### config.mk
export PLATFORM = sky130hd
export DESIGN_NAME = tmr_chan
export DESIGN_NICKNAME = d
export VERILOG_FILES = /design/src/rtl/tmr_chan.sv
export SDC_FILE = /design/constraint.sdc
export NUM_CORES = 1
export LEC_CHECK = 0
export BUFFER_PORTS_ARGS = -buffer_cell sky130_fd_sc_hd__buf_2
export CAP_MARGIN = 40
export CORE_ASPECT_RATIO = 1.5
export CORE_MARGIN = 2
export CORE_UTILIZATION = 25
export DETAILED_ROUTE_END_ITERATION = 10
export PLACE_DENSITY = 0.46
export SYNTH_ARGS = -nofsm -noshare
export SYNTH_HDL_FRONTEND = slang
export SYNTH_SLANG_ARGS = --single-unit
### constraint.sdc
create_clock -name clk -period 6.1 [get_ports clk]
set_input_delay 0.61 -clock clk [delete_from_list [all_inputs] [get_ports clk]]
set_output_delay 0.61 -clock clk [all_outputs]
set_load 0.02 [all_outputs]
### src/rtl/tmr_chan.sv
module tmr_chan #(
  parameter int TW = 24
) (
  input  logic          clk,
  input  logic          rst_n,
  input  logic          pin_in,
  input  logic [TW-1:0] tb_a,
  input  logic [TW-1:0] tb_b,
  input  logic          cfg_we,
  input  logic [1:0]    cfg_sel,
  input  logic [TW-1:0] cfg_data,
  input  logic [3:0]    flag_clr,
  output logic          pin_out,
  output logic [3:0]    flags,
  output logic          srq,
  output logic [TW-1:0] cap1,
  output logic [TW-1:0] cap2
);
  localparam int CW = 24;

  logic [CW-1:0] ctl;
  logic [TW-1:0] mv1, mv2;
  logic          arm1, arm2, pin_q, ph, pend;

  wire [2:0] mode = ctl[2:0];
  wire use1 = (mode >= 3'd2) && (mode <= 3'd6);
  wire use2 = (mode == 3'd3) || (mode == 3'd4) || (mode == 3'd6);
  wire outm = (mode == 3'd5) || (mode == 3'd6);
  wire capm = (mode != 3'd0) && !outm;
  wire dbl  = (mode == 3'd4);
  wire idep = (mode == 3'd7);

  wire wr_ctl = cfg_we && (cfg_sel == 2'd0);
  wire wr_m1  = cfg_we && (cfg_sel == 2'd1);
  wire wr_m2  = cfg_we && (cfg_sel == 2'd2);

  wire [TW-1:0] base1 = ctl[9]  ? tb_b : tb_a;
  wire [TW-1:0] base2 = ctl[10] ? tb_b : tb_a;
  wire [TW-1:0] cb1   = ctl[11] ? tb_b : tb_a;
  wire [TW-1:0] cb2   = ctl[12] ? tb_b : tb_a;
  wire [TW-1:0] diff1 = base1 - mv1;
  wire [TW-1:0] diff2 = base2 - mv2;
  wire hit1 = ctl[7] ? (diff1 == '0) : !diff1[TW-1];
  wire hit2 = ctl[8] ? (diff2 == '0) : !diff2[TW-1];
  wire fire1 = arm1 && use1 && hit1;
  wire fire2 = arm2 && use2 && hit2;

  wire rise = pin_in && !pin_q;
  wire fall = !pin_in && pin_q;
  wire q1 = (ctl[3] && rise) || (ctl[4] && fall);
  wire q2 = (ctl[5] && rise) || (ctl[6] && fall);
  wire e1 = capm && q1 && !(dbl && ph);
  wire e2 = dbl && ph && q2;
  wire xcap = fire1 && ctl[23];

  function automatic logic act(input logic [1:0] a, input logic p);
    case (a)
      2'b01:   return 1'b1;
      2'b10:   return 1'b0;
      2'b11:   return !p;
      default: return p;
    endcase
  endfunction

  logic pin_nx;
  always_comb begin
    pin_nx = pin_out;
    if (pend)               pin_nx = act(ctl[18:17], pin_out);
    else if (outm && fire2) pin_nx = act(ctl[16:15], pin_out);
    else if (outm && fire1) pin_nx = act(ctl[14:13], pin_out);
  end

  assign srq = (flags[0] && ctl[19]) || (flags[1] && ctl[20]) ||
               (ctl[21] && (ctl[22] ? flags[3] : flags[2]));

  always_ff @(posedge clk or negedge rst_n) begin
    if (!rst_n) begin
      ctl <= '0; mv1 <= '0; mv2 <= '0; arm1 <= 1'b0; arm2 <= 1'b0;
      pin_q <= 1'b0; ph <= 1'b0; pend <= 1'b0; pin_out <= 1'b0;
      flags <= '0; cap1 <= '0; cap2 <= '0;
    end else begin
      pin_q   <= pin_in;
      pin_out <= pin_nx;
      pend    <= idep && e1;
      flags   <= (flags & ~flag_clr) | {e2 || xcap, e1, fire2, fire1};
      if (e1)         cap1 <= cb1;
      if (e2 || xcap) cap2 <= cb2;
      if (wr_ctl) ctl <= cfg_data[CW-1:0];
      if (wr_m1) begin mv1 <= cfg_data; arm1 <= 1'b1; end
      else if (fire1) arm1 <= 1'b0;
      if (wr_m2) begin mv2 <= cfg_data; arm2 <= 1'b1; end
      else if (fire2) arm2 <= 1'b0;
      if (wr_ctl)        ph <= 1'b0;
      else if (e1 && dbl) ph <= 1'b1;
      else if (e2)       ph <= 1'b0;
    end
  end

  assert_one_shot_R4: assert property (@(posedge clk) disable iff (!rst_n)
    (fire1 && !wr_m1) |=> !arm1);
  assert_flag_sticky_R9: assert property (@(posedge clk) disable iff (!rst_n)
    1'b1 |=> ((($past(flags) & ~$past(flag_clr)) & ~flags) == 4'd0));
  assert_pin_quiet_R11: assert property (@(posedge clk) disable iff (!rst_n)
    (!outm && !pend) |=> $stable(pin_out));
  assert_srq_source_R8: assert property (@(posedge clk) disable iff (!rst_n)
    srq |-> (flags != 4'd0));
  assert_phase_idle_R3: assert property (@(posedge clk) disable iff (!rst_n)
    !dbl |-> !ph);
endmodule

==> impl_results.md <==
- Storage cell area: around 3300 µm²
- Final Hold Viols: 0
- Final HPWL DP: between 20 and 25 mm
- Period Utilization, post-route: between 80 and 90%
- FF-to-FF Start: ctl[9]
- Drt first pass iters: 5
- Synth Warn #: 0
- Fin area: 10,900 µm²
- Crit-path leading delay family: simple AND/OR/NAND/NOR gates
- Placer Congestion: 0.873
- Post-synth net total: approximately 1,000
- Leak: slightly below 5 nW
- Post-Synth Adder-Cell Area: 7.19%
- CTS root buf: clkbuf_16
- Crit-path cells: buf_4 -> mux2i_1 -> ha_1 -> inv_1 -> fa_1 -> a211oi_2 -> nor3_1 -> o21a_1 -> nor4b_1 -> or3_1 -> o311ai_1 -> o41ai_1 -> and4b_1 -> nand3_2 -> o21ai_4 -> buf_4 -> mux2_2
- Area contributors post-synth: dfrtp_1 (36%), mux2_2 (18%), ha_1 (6.7%), mux2i_1 (3.7%), a21oi_1 (3.5%)
- Most common cell after layout, fill and taps aside: mux2_2
- Slowest CP cell: dfrtp_1
- CTS clk-pin slew, worst paths: roughly 0.07 ns
- Synth Area per Inst: between 10 and 15 µm²
- Total gr overflow: 0
- CP max FO: 25
- Antenna Nets Post-Route: 0
- H-tree levels: 4
- Post-Synth Simple-Gate Area: a little over a tenth
- Max clock buf depth: 2
- HP Class: in -> async
- NumNets Final: around 1,200
- Max VDD drop: between 150 and 200 µV
- Io pins: 136
- Final min period: around 5 ns
- Setup bufs post-CTS: 0
- Status: complete, no violations
- CTS Hold Bufs: 0
- IO buf count: between 100 and 150
- Most used DFF post-synth: dfrtp_1
- Sequential fraction of the synthesis area: a little over a third
- RSZ-0062 raised after global routing: no
- Worst skew pair latency: about 0.44 ns
- Critical Path Start Type: flop
- Most frequent cells in the layout: mux2_2 (143), buf_2 (134), dfrtp_1 (130)
- Via Count: 7,281
- Drt drc: 0
- Post-synth cell types: 71
- Critical path capture point type: flop
- Cell type with the largest total area after synthesis: dfrtp_1
- Post-Route Setup TNS: 0 ns
- Number of CTS-inserted buffers: 17
- GRT Total Usage: around 15%
- Total Wirelength: between 20 and 30 mm
- TritonCTS clock tree: built
- R2R depth: 17
- Post-synth EDFFs: 0
- Synth top area share: between 30% and 40%
- Buf+Inv Stages, Crit Path: 3
- Max stage delay on crit path: 0.57 ns
- R2R setup slack: approximately 0.97 ns
- Dpl cells: roughly 1,500
- Post-synthesis xor/xnor area fraction: ~2.4%
- Seq cells post-synth: 130
- Post-CTS sizing: 0
- Initial antenna violation count: 0
- Data required time of the worst path: about 6.4 ns
- CTS Sinks: 130
- Synth Area in Compound Gates: 14.8%
- Fillers: 3,808
- Routed length per instance: approximately 19 µm
- Core area: between 30,000 and 40,000 µm²
- Mux cell area share after synthesis: between 20% and 30%
- Final setup vio count: 0
- Pwr per Cell Area: approximately 410 nW/µm²
- Worst Skew: 0.0141 ns
- Max-cap violation count: 0
- Initial core utilization: 25.4%
- Die span in x: 160 µm
- Initial drt markers: 346
- Mapped cell area: slightly above 9000 µm²
- Placed instance area: 10,300 µm²
- Footprint of the multi-input gates: about 5400 µm²
- # rows: 85
- DIE HEIGHT: between 200 and 250 µm
- Layout cells sized above 1: 35.0%
- Hold_ws: just over 0.2 ns
- Final core occ: a little under a third
- Crit path kind: reg -> reg
- Async S/R FF share, synth: between 90% and 100%
- Vias in the first global route: around 7,300
- Synth-to-Final Area Change: 19.8%
- Vias per Instance: between 4 and 5
- Worst-margin pin slew: roughly 0.77 ns
- Combinational family with the most area after synthesis: multiplexers
- Rel. slew slack: about half
- F_max: around 200 MHz
- Most used cell, CP: buf_4
- Final Slew Violations: 0
- Die area: about 38,000 µm²
- Fin cells: between 1,500 and 2,000
- First-pass GRT wire length: 44.5 mm
- CP Data Arrival Time: around 5.5 ns
- Pin count of the biggest net entering global routing: 76
- Mapped Cells: ~890
- FF-to-FF End: cap2[2]
[kinds of logic after synthesis]
kind of cell               after synthesis
AOI/OAI and AO/OA                      198
muxes                                  196
and+or+nand+nor                        186
DFF                                    130
buffers and inverters                  102
adders and majority gates               51
xor gates and xnor gates                25
[state kept, by name (all words and copies together), names as in the netlist]
signal and cells:
cap1 24, cap2 24, ctl 24, mv1 24, mv2 24, flags 4
arm1 1, arm2 1, pend 1, ph 1, pin_out 1, pin_q 1
[final cells by class]
| cell class | count | share of cell area (%) |
|---|---|---|
| multi-input combinational | 656 | 49.8 |
| sequential | 130 | 29.9 |
| timing repair buffer | 146 | 7.14 |
| tap | 478 | 5.49 |
| clock buffer | 17 | 3.91 |
| inverter | 66 | 2.28 |
| clock inverter | 15 | 1.51 |
| antenna | 1 | 0.0230 |
[cells in the mapped netlist, drive strengths merged, types with 10 or more instances]
| cell | instances |
|---|---|
| mux2i | 34 |
| mux2 | 162 |
| o211ai | 10 |
| clkbuf | 23 |
| ha | 49 |
| o21ai | 30 |
| buf | 13 |
| nor3 | 12 |
| or3 | 10 |
| nor2 | 52 |
| xor2 | 12 |
| inv | 66 |
| nand3 | 14 |
| nand4 | 14 |
| dfrtp | 130 |
| a21oi | 68 |
| xnor2 | 13 |
| o21a | 13 |
| nand2 | 35 |
| a21o | 17 |
[power by group]
part / leakage, nW / switching [W] / internal [W] / total [W]
clock network: 0.289 / 0.000465 / 0.000582 / 0.00105
registers: 1.53 / 0.000182 / 0.00113 / 0.00131
logic: 3.05 / 0.00120 / 0.000892 / 0.00209
[worst max-delay path by stage]
stage | depth (start not counted) | startpoint | slack, ns | endpoint
detailed placement | 17 | ctl[9] | 0.99 | cap2[3]
global route | 17 | ctl[9] | 0.50 | cap2[0]
finish | 17 | ctl[9] | 0.97 | cap2[2]
floorplan | 18 | ctl[9] | 1.66 | cap2[10]
CTS | 17 | ctl[9] | 0.95 | cap2[1]
global placement | 17 | ctl[9] | 1.10 | cap2[0]
[per-stage QoR]
step / power (W) / setup WS (ns)
after CTS: 0.00450 / 0.955
after global placement: 0.00341 / 1.10
after global routing: 0.00477 / 0.496
final: 0.00445 / 0.970
after detailed placement: 0.00342 / 0.986
after floorplan: 0.00278 / 1.66
[layer usage]
metal | global-route usage, % | part of all wire [%] | vias to the layer above
met5 | 0 | 0 | -
met4 | 4.63 | 1.9 | 0
met1 | 19.6 | 44 | 3551
met3 | 2.97 | 4.0 | 25
li1 | - | - | 3514
met2 | 26.6 | 50 | 191
[worst register-to-register path, delay by kind of cell, from the launching register on]
family / cells / cell delay (ns)
adders and majority gates: 2 / 0.58
AOI/OAI and AO/OA: 5 / 1.16
DFF: 1 / 0.57
muxes: 2 / 0.64
buffers and inverters: 3 / 0.86
and+or+nand+nor: 5 / 1.19
No activity file was read; power rests on OpenSTA's default activity.
